==> src/rtl/xmem_pkg.sv <==
// Shared types and wait-code decoding for the external memory interface.
// Assumes a 2-bit wait code; the decode is the single source used by the sequencer.
package xmem_pkg;

    localparam int LIMIT_W = 3;
    localparam int CODE_W  = 2;

    typedef enum logic [2:0] {
        ST_IDLE,
        ST_LATCH,
        ST_SETUP,
        ST_STROBE,
        ST_RECOVER,
        ST_DONE
    } xm_state_e;

    // Extra strobe cycles for a wait code.
    function automatic logic [1:0] wait_extra(input logic [CODE_W-1:0] code);
        logic [1:0] r;
        unique case (code)
            2'd0:    r = 2'd0;
            2'd1:    r = 2'd1;
            default: r = 2'd2;
        endcase
        return r;
    endfunction

    // Whether a wait code adds a trailing recovery cycle.
    function automatic logic wait_recover(input logic [CODE_W-1:0] code);
        return (code == 2'd3);
    endfunction

endpackage

==> src/rtl/xmem_ctrl_regs.sv <==
// Control register pair for the external memory interface.
// Register 0 holds enable and upper-code bit 1; register 1 holds limit,
// lower code and upper-code bit 0. Unused bits are not stored and read zero.
module xmem_ctrl_regs
    import xmem_pkg::*;
(
    input  logic                clk,
    input  logic                rst_n,
    input  logic                we,
    input  logic                sel,
    input  logic [7:0]          wdata,
    output logic [7:0]          rdata,
    output logic                en,
    output logic [LIMIT_W-1:0]  limit,
    output logic [CODE_W-1:0]   code_lo,
    output logic [CODE_W-1:0]   code_hi
);

    logic [1:0] main_q;
    logic [5:0] page_q;

    // Register storage with synchronous reset to zero.
    always_ff @(posedge clk) begin
        if (!rst_n) begin
            main_q <= '0;
            page_q <= '0;
        end else if (we) begin
            if (sel) page_q <= wdata[5:0];
            else     main_q <= wdata[1:0];
        end
    end

    // Read-back mux, unused bits zero.
    always_comb begin
        rdata = sel ? {2'b00, page_q} : {6'b000000, main_q};
    end

    assign en      = main_q[0];
    assign limit   = page_q[2:0];
    assign code_lo = page_q[4:3];
    assign code_hi = {main_q[1], page_q[5]};

endmodule

==> src/rtl/xmem_page_sel.sv <==
// Page decoder: compares an address against the boundary chosen by the limit
// field and returns the wait code of the page the address falls in.
// Assumes EXT_BASE is below 2^ADDR_W; boundaries are EXT_BASE + n * span/8.
module xmem_page_sel
    import xmem_pkg::*;
#(
    parameter int          ADDR_W   = 16,
    parameter int unsigned EXT_BASE = 32'h1000
) (
    input  logic [ADDR_W-1:0]   addr,
    input  logic [LIMIT_W-1:0]  limit,
    input  logic [CODE_W-1:0]   code_lo,
    input  logic [CODE_W-1:0]   code_hi,
    output logic                upper,
    output logic [CODE_W-1:0]   code
);

    localparam int          NSEG     = 1 << LIMIT_W;
    localparam int unsigned EXT_SIZE = (32'd1 << ADDR_W) - EXT_BASE;
    localparam int unsigned STEP     = EXT_SIZE / NSEG;
    localparam logic [ADDR_W:0] BASE_X = (ADDR_W+1)'(EXT_BASE);

    logic [NSEG-1:0] at_or_above;
    logic [ADDR_W:0] addr_x;

    assign addr_x         = {1'b0, addr};
    assign at_or_above[0] = 1'b1;

    // One comparator per possible boundary.
    for (genvar g = 1; g < NSEG; g++) begin : g_bound
        localparam logic [ADDR_W:0] BND = (ADDR_W+1)'(EXT_BASE + g * STEP);
        assign at_or_above[g] = (addr_x >= BND);
    end

    // Page choice and code selection.
    always_comb begin
        upper = (limit == '0) || at_or_above[limit];
        code  = upper ? code_hi : code_lo;
    end

    // an address below the external base never lands in the upper page when split.
    always_comb begin
        if (limit != '0 && addr_x < BASE_X)
            a_r5_below_base_lower: assert (!upper);
    end

endmodule

==> src/rtl/xmem_seq.sv <==
// Access sequencer: latch phase, setup phase, strobe with wait cycles, optional
// recovery, then one completion cycle. Stalls the core until completion.
// Assumes the request and its address stay stable while stall is high and that
// the configuration does not change during an access.
module xmem_seq
    import xmem_pkg::*;
#(
    parameter int ADDR_W = 16,
    parameter int DATA_W = 8
) (
    input  logic                clk,
    input  logic                rst_n,
    input  logic                en,
    input  logic                req_rd,
    input  logic                req_wr,
    input  logic [ADDR_W-1:0]   addr,
    input  logic [DATA_W-1:0]   wdata,
    input  logic [CODE_W-1:0]   code,
    input  logic [DATA_W-1:0]   bus_in,
    output logic                stall,
    output logic [DATA_W-1:0]   rdata,
    output logic                ale,
    output logic                rd_n,
    output logic                wr_n,
    output logic [DATA_W-1:0]   bus_out,
    output logic                bus_oe,
    output logic [ADDR_W-DATA_W-1:0] addr_hi
);

    xm_state_e          state_q;
    logic [ADDR_W-1:0]  addr_q;
    logic [DATA_W-1:0]  wdata_q;
    logic [DATA_W-1:0]  rdata_q;
    logic               is_wr_q;
    logic               rec_q;
    logic [1:0]         cnt_q;
    logic               req;

    assign req = req_rd | req_wr;

    // Access state machine and captured access parameters.
    always_ff @(posedge clk) begin
        if (!rst_n) begin
            state_q <= ST_IDLE;
            addr_q  <= '0;
            wdata_q <= '0;
            rdata_q <= '0;
            is_wr_q <= 1'b0;
            rec_q   <= 1'b0;
            cnt_q   <= '0;
        end else begin
            unique case (state_q)
                ST_IDLE: begin
                    if (en && req) begin
                        addr_q  <= addr;
                        wdata_q <= wdata;
                        is_wr_q <= req_wr;
                        cnt_q   <= wait_extra(code);
                        rec_q   <= wait_recover(code);
                        state_q <= ST_LATCH;
                    end
                end
                ST_LATCH: state_q <= ST_SETUP;
                ST_SETUP: state_q <= ST_STROBE;
                ST_STROBE: begin
                    if (cnt_q == '0) begin
                        if (!is_wr_q) rdata_q <= bus_in;
                        state_q <= rec_q ? ST_RECOVER : ST_DONE;
                    end else begin
                        cnt_q <= cnt_q - 2'd1;
                    end
                end
                ST_RECOVER: state_q <= ST_DONE;
                default:    state_q <= ST_IDLE;
            endcase
        end
    end

    // Pin-side and core-side outputs decoded from the state.
    always_comb begin
        ale     = (state_q == ST_LATCH);
        rd_n    = !((state_q == ST_STROBE) && !is_wr_q);
        wr_n    = !((state_q == ST_STROBE) && is_wr_q);
        bus_oe  = (state_q == ST_LATCH) ||
                  (is_wr_q && (state_q == ST_SETUP || state_q == ST_STROBE));
        bus_out = (state_q == ST_LATCH) ? addr_q[DATA_W-1:0] : wdata_q;
        addr_hi = addr_q[ADDR_W-1:DATA_W];
        stall   = (state_q == ST_IDLE) ? (en && req) : (state_q != ST_DONE);
        rdata   = rdata_q;
    end

    // the latch pulse lasts exactly one cycle.
    a_r4_latch_one_cycle: assert property (@(posedge clk) disable iff (!rst_n)
        ale |=> !ale);

    // a strobe begins two cycles after the latch pulse.
    a_r4_strobe_after_setup: assert property (@(posedge clk) disable iff (!rst_n)
        ale |=> (rd_n && wr_n) ##1 (!rd_n || !wr_n));

    // the bus is driven whenever the write strobe is low.
    a_r8_bus_driven_on_write: assert property (@(posedge clk) disable iff (!rst_n)
        !wr_n |-> bus_oe);

    // the bus is released whenever the read strobe is low.
    a_r9_bus_free_on_read: assert property (@(posedge clk) disable iff (!rst_n)
        !rd_n |-> !bus_oe);

    // stall drops only after a strobe or recovery cycle, never mid-setup.
    a_r7_stall_release: assert property (@(posedge clk) disable iff (!rst_n)
        (ale || (!ale && $past(ale))) |-> stall);

endmodule

==> src/rtl/xmem_pin_mux.sv <==
// Pin ownership: while enabled the interface drives all its pins, ignoring the
// general-purpose directions; while disabled the general-purpose values pass through.
module xmem_pin_mux #(
    parameter int DATA_W = 8,
    parameter int AH_W   = 8
) (
    input  logic              en,
    input  logic [DATA_W-1:0] bus_out,
    input  logic              bus_oe,
    input  logic [AH_W-1:0]   addr_hi,
    input  logic              ale,
    input  logic              rd_n,
    input  logic              wr_n,
    input  logic [DATA_W-1:0] gp_ad_o,
    input  logic [DATA_W-1:0] gp_ad_oe,
    input  logic [AH_W-1:0]   gp_ah_o,
    input  logic [AH_W-1:0]   gp_ah_oe,
    input  logic [2:0]        gp_ctl_o,
    input  logic [2:0]        gp_ctl_oe,
    output logic [DATA_W-1:0] pad_ad_o,
    output logic [DATA_W-1:0] pad_ad_oe,
    output logic [AH_W-1:0]   pad_ah_o,
    output logic [AH_W-1:0]   pad_ah_oe,
    output logic [2:0]        pad_ctl_o,
    output logic [2:0]        pad_ctl_oe
);

    // Select interface or general-purpose drive for every pin group.
    always_comb begin
        if (en) begin
            pad_ad_o   = bus_out;
            pad_ad_oe  = {DATA_W{bus_oe}};
            pad_ah_o   = addr_hi;
            pad_ah_oe  = '1;
            pad_ctl_o  = {wr_n, rd_n, ale};
            pad_ctl_oe = 3'b111;
        end else begin
            pad_ad_o   = gp_ad_o;
            pad_ad_oe  = gp_ad_oe;
            pad_ah_o   = gp_ah_o;
            pad_ah_oe  = gp_ah_oe;
            pad_ctl_o  = gp_ctl_o;
            pad_ctl_oe = gp_ctl_oe;
        end
    end

    // an active strobe is only ever presented on an enabled pin.
    always_comb begin
        if (en && (!rd_n || !wr_n))
            a_r3_strobe_owned: assert (pad_ctl_oe == 3'b111);
    end

endmodule

==> src/rtl/xmem_bridge.sv <==
// Top of the paged wait-state external memory interface.
// Connects the control registers, page decoder, access sequencer and pin mux.
// Assumes the core holds its request stable while stall is high.
module xmem_bridge
    import xmem_pkg::*;
#(
    parameter int          ADDR_W   = 16,
    parameter int          DATA_W   = 8,
    parameter int unsigned EXT_BASE = 32'h1000
) (
    input  logic                     clk,
    input  logic                     rst_n,
    input  logic                     reg_we,
    input  logic                     reg_sel,
    input  logic [7:0]               reg_wdata,
    output logic [7:0]               reg_rdata,
    input  logic [ADDR_W-1:0]        cpu_addr,
    input  logic [DATA_W-1:0]        cpu_wdata,
    input  logic                     cpu_rd,
    input  logic                     cpu_wr,
    output logic [DATA_W-1:0]        cpu_rdata,
    output logic                     cpu_stall,
    input  logic [DATA_W-1:0]        gp_ad_o,
    input  logic [DATA_W-1:0]        gp_ad_oe,
    input  logic [ADDR_W-DATA_W-1:0] gp_ah_o,
    input  logic [ADDR_W-DATA_W-1:0] gp_ah_oe,
    input  logic [2:0]               gp_ctl_o,
    input  logic [2:0]               gp_ctl_oe,
    input  logic [DATA_W-1:0]        pad_ad_i,
    output logic [DATA_W-1:0]        pad_ad_o,
    output logic [DATA_W-1:0]        pad_ad_oe,
    output logic [ADDR_W-DATA_W-1:0] pad_ah_o,
    output logic [ADDR_W-DATA_W-1:0] pad_ah_oe,
    output logic [2:0]               pad_ctl_o,
    output logic [2:0]               pad_ctl_oe
);

    localparam int AH_W = ADDR_W - DATA_W;

    logic               en;
    logic [LIMIT_W-1:0] limit;
    logic [CODE_W-1:0]  code_lo;
    logic [CODE_W-1:0]  code_hi;
    logic [CODE_W-1:0]  code_sel;
    logic               page_upper;
    logic               ale;
    logic               rd_n;
    logic               wr_n;
    logic [DATA_W-1:0]  bus_out;
    logic               bus_oe;
    logic [AH_W-1:0]    addr_hi;

    xmem_ctrl_regs u_regs (
        .clk     (clk),
        .rst_n   (rst_n),
        .we      (reg_we),
        .sel     (reg_sel),
        .wdata   (reg_wdata),
        .rdata   (reg_rdata),
        .en      (en),
        .limit   (limit),
        .code_lo (code_lo),
        .code_hi (code_hi)
    );

    xmem_page_sel #(
        .ADDR_W   (ADDR_W),
        .EXT_BASE (EXT_BASE)
    ) u_page (
        .addr    (cpu_addr),
        .limit   (limit),
        .code_lo (code_lo),
        .code_hi (code_hi),
        .upper   (page_upper),
        .code    (code_sel)
    );

    xmem_seq #(
        .ADDR_W (ADDR_W),
        .DATA_W (DATA_W)
    ) u_seq (
        .clk     (clk),
        .rst_n   (rst_n),
        .en      (en),
        .req_rd  (cpu_rd),
        .req_wr  (cpu_wr),
        .addr    (cpu_addr),
        .wdata   (cpu_wdata),
        .code    (code_sel),
        .bus_in  (pad_ad_i),
        .stall   (cpu_stall),
        .rdata   (cpu_rdata),
        .ale     (ale),
        .rd_n    (rd_n),
        .wr_n    (wr_n),
        .bus_out (bus_out),
        .bus_oe  (bus_oe),
        .addr_hi (addr_hi)
    );

    xmem_pin_mux #(
        .DATA_W (DATA_W),
        .AH_W   (AH_W)
    ) u_pins (
        .en         (en),
        .bus_out    (bus_out),
        .bus_oe     (bus_oe),
        .addr_hi    (addr_hi),
        .ale        (ale),
        .rd_n       (rd_n),
        .wr_n       (wr_n),
        .gp_ad_o    (gp_ad_o),
        .gp_ad_oe   (gp_ad_oe),
        .gp_ah_o    (gp_ah_o),
        .gp_ah_oe   (gp_ah_oe),
        .gp_ctl_o   (gp_ctl_o),
        .gp_ctl_oe  (gp_ctl_oe),
        .pad_ad_o   (pad_ad_o),
        .pad_ad_oe  (pad_ad_oe),
        .pad_ah_o   (pad_ah_o),
        .pad_ah_oe  (pad_ah_oe),
        .pad_ctl_o  (pad_ctl_o),
        .pad_ctl_oe (pad_ctl_oe)
    );

    // with the interface disabled the core is never stalled.
    a_r2_no_stall_disabled: assert property (@(posedge clk) disable iff (!rst_n)
        (!en && !$past(cpu_stall)) |-> !cpu_stall);

    // with no split every access uses the upper-page code.
    a_r5_no_split_upper: assert property (@(posedge clk) disable iff (!rst_n)
        (limit == '0) |-> (code_sel == code_hi));

endmodule

==> config.mk <==
export PLATFORM = sky130hd
export DESIGN_NAME = xmem_bridge
export DESIGN_NICKNAME = d
export VERILOG_FILES = /design/src/rtl/xmem_pkg.sv /design/src/rtl/xmem_ctrl_regs.sv /design/src/rtl/xmem_page_sel.sv /design/src/rtl/xmem_seq.sv /design/src/rtl/xmem_pin_mux.sv /design/src/rtl/xmem_bridge.sv
export SDC_FILE = /design/constraint.sdc
export NUM_CORES = 1
export LEC_CHECK = 0
export BUFFER_PORTS_ARGS = -buffer_cell sky130_fd_sc_hd__buf_2
export CAP_MARGIN = 10
export CORE_MARGIN = 3
export CORE_UTILIZATION = 41
export CTS_BUF_LIST = sky130_fd_sc_hd__clkbuf_16
export CTS_CLUSTER_SIZE = 16
export DETAILED_ROUTE_END_ITERATION = 12
export PLACE_DENSITY = 0.8
export SLEW_MARGIN = 25
export SYNTH_ARGS = -nofsm -noshare
export SYNTH_HDL_FRONTEND = slang
export SYNTH_SLANG_ARGS = --single-unit
==> constraint.sdc <==
create_clock -name clk -period 1.7 [get_ports clk]
set_clock_uncertainty 0.05 [all_clocks]
set_input_delay 0.255 -clock clk [delete_from_list [all_inputs] [get_ports clk]]
set_output_delay 0.255 -clock clk [all_outputs]
set_load 0.05 [all_outputs]
==> metrics.cfg, run 1 <==
[floorplan]
rows = 28
die_area_um2 = 7438
start_util_pct = 43.56
die_x_um = 86.25
io_pins = 139
core_area_um2 = 6061
fp.dieH_um = 86.25

[yosys]
yosys-top-cells-count = nand2_1, dfxtp_1, a21boi_0
netlist_instances = 339
synth.area.top_cells = dfxtp_1, nand2_1, a21boi_0
synthFlopType = dfxtp_1
ys_ff_latch = 47
synth_top_area_share_pct = 35.64
ys_types = 47
synth_edf_count = 0
yosys.area.top_type = dfxtp_1
syn_avg_cell_area_um2 = 7.788
yosys_warnings = 0
seq_area_frac_synth_pct = 35.64
synth_most_common_cell = nand2_1
synth.cell_area_um2 = 2640
synthArstFlopShare_pct = 0

[cts]
cts_buffer_depth = 2
clock_sinks = 47
clk_pin_slew_ns = 0.06
insertion_delay_ns = 0.28
cts_made_buffers = 5
clockRootBuffer = clkbuf_16
ctsHoldBuffers = 0
cts_tree = yes
h-tree-depth = 2

[worst_hold_path]
min_from = cpu_wdata[5]
whs_endpoint = u_seq.wdata_q[5]$_SDFFE_PN0P_
hold_path_depth = 3
hold_class = input port to register

[layout]
n_antenna_cell = 0
fillers = 471
syn_to_final_growth_pct = 61.66
nets = 570
drive_gt1_share_pct = 47.53

[timing]
drv_slew = 0
clock.fmax_mhz = 521.2
setup_violations = 21
finalCritPeriodShare_pct = 112.9
hold_violations = 0
timing.hold.ws_ns = 0.1695
rsz0062_at_grt = yes
post-route-worst-setup-slack_ns = -0.2188
period_minus_slack_ns = 1.919
fin_tns_setup_ns = -2.191

[detailed_routing]
ant_nets = 0
routedWlPerCell_um = 15.45
drtIter0Drc = 137
drcViolationCount = 0
vias_per_cell = 5.210
vias = 2923
drtPass1Iterations = 4
totalWireLength_um = 8665

[power]
switching_share_pct = 32.51
power_frac_seq_pct = 38.4
p_clk_share_pct = 30.2
p_switching_uw = 992.0
power_leakage_uw = 0.001840
intPower_uw = 2059
p_per_area_nw_per_um2 = 715.0
combPwrFrac_pct = 31.4
peakVddDrop_mv = 0.5301

[placement]
dpl.hpwl_um = 5859
port-buffer-count = 134
place_congestion = 0.8166

[job]
maxCapViolCount = 0

[setup_path]
cpPeakStageDelay_ns = 0.34
critical_path_class = register to output port
crit_path_end_kind = output port
worstPathRequired_ns = 1.39
reg2reg_to = u_seq.rec_q$_SDFFE_PN0P_
crit_chain = nor2b_4 > nor2b_4 > buf_6 > mux2i_4 > a21oi_4 > buf_6
worstRegToRegCells = 5
cp_data_arrival_time_ns = 1.61
cp-start-kind = register
crit_fanout = 4
ff2ff_setup_slack_ns = 0.11
critPathSlowestCell = dfxtp_2
r2r-start = u_regs.page_q[0]$_SDFFE_PN0P_

[global_routing]
antenna_found_initial = 0
grt_overflow = 0
grt_pass1_wl_um = 12880
grt_pass1_vias = 2787
track_usage_pct = 21.54
grt_start_max_net_pins = 41

[outcome]
outcome = finished, violations left
violations = negative setup slack

## cells by family (layout without fill, tap and decap cells)
family | count (synthesis) | count (layout) | synth area share, %
fa+ha+maj | 1 | 1 | 0.4739
flops | 47 | 47 | 35.64
compound gates | 84 | 84 | 22.13
buf+inv | 37 | 183 | 6.634
mux | 22 | 22 | 8.910
simple gates | 147 | 147 | 26.07
other cells | 1 | 2 | 0.1420
## per-layer routing
metal / part of all wire, % / track usage, % / vias up
met1: 39 / 25.13 / 1362
met4: 1.5 / 7.507 / 0
met5: 0 / 0 / -
met3: 5.2 / 3.802 / 10
li1: - / - / 1449
met2: 54 / 39.45 / 102
## worst max-delay path, delay by kind of cell, from the launching register on
kind,cells,cell delay (ns)
AOI/OAI and AO/OA,1,0.07
buffers and inverters,2,0.34
DFF,1,0.34
muxes,1,0.27
and+or+nand+nor,2,0.32
## how the worst max path moves through the flow
stage                    to  cells after the start  slack [ns]                           from
2_1_floorplan  pad_ad_oe[0]                      4       -0.04  u_seq.state_q[1]$_SDFFE_PN0P_
3_3_place_gp    pad_ad_o[6]                      6       -0.05  u_seq.state_q[0]$_SDFFE_PN0P_
3_5_place_dp    pad_ad_o[6]                      6       -0.07  u_seq.state_q[0]$_SDFFE_PN0P_
4_1_cts         pad_ad_o[1]                      6       -0.21  u_seq.state_q[0]$_SDFFE_PN0P_
5_1_grt         pad_ad_o[6]                      6       -0.29  u_seq.state_q[0]$_SDFFE_PN0P_
6_report        pad_ad_o[1]                      6       -0.22  u_seq.state_q[0]$_SDFFE_PN0P_
## power groups by stage
stage / clock, uW / combinational, uW / sequential [uW]
2_1_floorplan: 0 / 553 / 1180
3_3_place_gp: 0 / 763 / 1180
3_5_place_dp: 0 / 776 / 1180
4_1_cts: 939 / 912 / 1170
5_1_grt: 977 / 1010 / 1180
6_report: 922 / 958 / 1170
## state kept, by name (all words and copies together), names as in the netlist
| register | flops |
|---|---|
| u_seq.addr_q | 16 |
| u_seq.cnt_q | 2 |
| u_regs.main_q | 2 |
| u_seq.state_q | 3 |
| u_regs.page_q | 6 |
| u_seq.rdata | 8 |
| u_seq.is_wr_q | 1 |
| u_seq.wdata_q | 8 |
| u_seq.rec_q | 1 |
## final cells by class
type                            instances  area, um^2  area share [%]
Multi-Input combinational cell        256        1869           43.80
Tap cell                               75       93.84           2.199
Inverter                               13       48.80           1.143
Timing Repair Buffer                  162        1167           27.35
Clock buffer                            5       125.1           2.932
Clock inverter                          3       11.26          0.2639
Sequential cell                        47       952.2           22.31
## through the flow
| stage | area [um^2] | utilization, % | power, uW | worst slack (ns) | cells |
|---|---|---|---|---|---|
| floorplan | 2761 | - | 1730 | -0.04328 | 340 |
| global placement | 3541 | 58.42 | 1945 | -0.04625 | 544 |
| detailed placement | 3541 | 58.42 | 1960 | -0.07247 | 544 |
| CTS | 4108 | 67.77 | 3017 | -0.2062 | 554 |
| global route | 4268 | 70.42 | 3162 | -0.2885 | 561 |
| finish | 4268 | 70.42 | 3051 | -0.2188 | 561 |
## cells in the final DEF, fill, tap and decap left out, types with 3 or more instances in the layout
master and instances:
a21boi_0 34, and2_1 4, o21ai_0 3, or2_2 11
nor2b_1 7, mux2_4 10, clkbuf_16 8, a21oi_4 8
a21boi_1 5, nor2b_4 4, mux2i_4 8, dfxtp_2 3
dfxtp_1 42, buf_8 3, nand3_1 17, inv_1 14
nor2_1 14, a31oi_1 3, o21ai_2 7, nand2_1 74
buf_4 20, buf_2 104, buf_6 31
## what timing repair did
item                                    in CTS  in global routing
gates resized for setup                    110                 19
endpoints found under the setup margin      33                 36
endpoints found under the hold margin        0                  0
pin swaps                                    4                  6
setup buffers                                2                  3
gates cloned                                 0                  4
Power figures use the tool's default switching activity.
==> run 2: changes to the inputs <==
Settings changed: ABC_AREA from default to 1.
==> run 2 against run 1 <==
Compared with the run above:
- the flow still finishes with violations (negative setup slack)
- critical path depth grew 1
- non-clock buffer count shrank 11
- clock-buffer cell count is the same
- global-route usage shrank 0.61 points
- area after synthesis shrank 1.7%
- critical path type unchanged
==> metrics.cfg, run 2 <==
[outcome]
outcome = finished, violations left
violations = negative setup slack

[timing]
period_minus_slack_ns = 1.760
setup_violations = 16
hold_violations = 0
drv_slew = 0
finalCritPeriodShare_pct = 103.5
rsz0062_at_grt = yes
fin_tns_setup_ns = -0.6463
post-route-worst-setup-slack_ns = -0.05962
clock.fmax_mhz = 568.3

[floorplan]
core_area_um2 = 6026
die_x_um = 85.58
rows = 28
die_area_um2 = 7323
start_util_pct = 43.09
io_pins = 139
fp.dieH_um = 85.58

[power]
p_clk_share_pct = 27.0
peakVddDrop_mv = 0.6589
finalPower_uw = 4150
p_per_area_nw_per_um2 = 1044
power_leakage_uw = 0.002005
intPower_uw = 2548
combPwrFrac_pct = 41.3
power_frac_seq_pct = 31.7
p_switching_uw = 1602
switching_share_pct = 38.59

[layout]
largest_register_ffs = 16
nets = 623
mostFrequentLayoutCells = buf_2, nand2_1, nor2_1
final_common_cell = buf_2
syn_to_final_growth_pct = 53.11
utilization_pct = 65.97
top_register = u_seq.addr_q
fin_cells = 614
drive_gt1_share_pct = 42.30
n_antenna_cell = 0

[cts]
ctsHoldBuffers = 0
h-tree-depth = 2
insertion_delay_ns = 0.28
clk_pin_slew_ns = 0.07
cts_buffer_depth = 2
clockRootBuffer = clkbuf_16
clock_sinks = 47
cts_made_buffers = 5
cts_tree = yes

[setup_path]
r2r-start = u_seq.state_q[0]$_SDFFE_PN0P_
endpoint = pad_ad_o[4]
cp_data_arrival_time_ns = 1.45
worstPathRequired_ns = 1.39
startpoint = u_seq.state_q[0]$_SDFFE_PN0P_
ff2ff_setup_slack_ns = 0.20
worstRegToRegCells = 8
reg2reg_to = u_seq.rdata[1]$_SDFFE_PN0P_
cp-start-kind = register
crit_path_end_kind = output port
crit_fanout = 10
critical_path_class = register to output port

[yosys]
synth.cell_area_um2 = 2596
synth_top_area_share_pct = 36.24
netlist_instances = 399
synthFlopType = dfxtp_1
yosys_warnings = 0
syn_avg_cell_area_um2 = 6.507
yosys.area.top_type = dfxtp_1
ys_ff_latch = 47
yosys-top-cells-count = nand2_1, nor2_1, dfxtp_1
synth_edf_count = 0
ys_types = 30
seq_area_frac_synth_pct = 36.24
synthArstFlopShare_pct = 0
synth.area.top_cells = dfxtp_1, nand2_1, nor2_1
synth_most_common_cell = nand2_1

[detailed_routing]
drtIter0Drc = 120
ant_nets = 0
vias_per_cell = 4.879
drtPass1Iterations = 4
routedWlPerCell_um = 12.79
drcViolationCount = 0
vias = 2996
totalWireLength_um = 7855

[worst_hold_path]
hold_class = input port to register
hold_path_depth = 3

[job]
maxCapViolCount = 0

[global_routing]
antenna_found_initial = 0
grt_pass1_vias = 2779
track_usage_pct = 20.93
grt_overflow = 0
grt_start_max_net_pins = 27
grt_pass1_wl_um = 12600

[placement]
dpl.hpwl_um = 5703
place_congestion = 0.8425
post-place-cells = 600
place_ws_ns = 0.03845
port-buffer-count = 134

==> run 2: cell count changes after synthesis, sizes merged, moves of 12 or more <==
cell	previous run	this run
a21boi	39	0
a21oi	10	39
inv	13	44
mux2	12	0
nand2	76	97
nor2	15	64
o21ai	14	49
==> run 2: how the worst min path moves through the flow <==
stage | end | slack [ns] | startpoint
floorplan | u_seq.addr_q[10]$_SDFFE_PN0P_ | 0.34 | cpu_addr[10]
global placement | u_seq.rdata[5]$_SDFFE_PN0P_ | 0.38 | u_seq.rdata[5]$_SDFFE_PN0P_
detailed placement | u_seq.rdata[3]$_SDFFE_PN0P_ | 0.39 | u_seq.rdata[3]$_SDFFE_PN0P_
CTS | u_seq.wdata_q[0]$_SDFFE_PN0P_ | 0.14 | cpu_wdata[0]
global route | u_seq.addr_q[2]$_SDFFE_PN0P_ | 0.16 | cpu_addr[2]
finish | u_seq.wdata_q[0]$_SDFFE_PN0P_ | 0.14 | cpu_wdata[0]
==> run 2: metal layers <==
| layer | part of all wire (%) | global-route usage (%) | up-vias |
|---|---|---|---|
| met3 | 7.9 | 4.131 | 9 |
| met2 | 51 | 38.77 | 119 |
| met5 | 0 | 0 | - |
| met1 | 40 | 24.08 | 1327 |
| met4 | 1.8 | 6.475 | 0 |
| li1 | - | - | 1541 |
==> run 2: logic make-up after synthesis <==
| family | Yosys count | share of synthesized area, % |
|---|---|---|
| fa+ha+maj | 1 | 0.4819 |
| flops | 47 | 36.24 |
| other cells | 1 | 0.1444 |
| buf+inv | 65 | 10.55 |
| simple gates | 191 | 33.30 |
| compound gates | 94 | 19.28 |
==> run 2: repair_timing <==
item                       4_1_cts  5_1_grt
gates resized for setup         93       20
gates cloned                     1        0
setup buffers                    4        1
pin swaps                        6        6
setup endpoints to repair       40       33
==> run 2: power groups by stage <==
stage	Sequential [uW]	Combinational, uW	Clock, uW
after floorplan	1360	1010	0
final	1320	1710	1120
after global routing	1330	1850	1180
after CTS	1310	1640	1150
after detailed placement	1330	1390	0
after global placement	1320	1370	0
==> run 2: cell type report <==
cell class | count | area (um^2)
Fill cell | 520 | 2051
Clock inverter | 3 | 46.29
Inverter | 44 | 177.7
Timing Repair inverter | 1 | 7.507
Multi-Input combinational cell | 288 | 1525
Sequential cell | 47 | 950.9
Clock buffer | 5 | 125.1
Tap cell | 75 | 93.84
Timing Repair Buffer | 151 | 1049
==> run 2: stage by stage <==
stage | hold WS [ns] | cell area (um^2)
final | 0.1430 | 3975
after global routing | 0.1582 | 3975
after CTS | 0.1422 | 3902
after detailed placement | 0.3866 | 3406
after global placement | 0.3814 | 3406
after floorplan | 0.3399 | 2648
==> run 2: worst max-delay path: stages, from the launching register on <==
cell and delay, ns:
dfxtp_2 0.33, inv_2 0.05, nor2_4 0.14, nand2_4 0.10, buf_6 0.17, a21oi_2 0.15, a21oi_2 0.06, buf_4 0.18
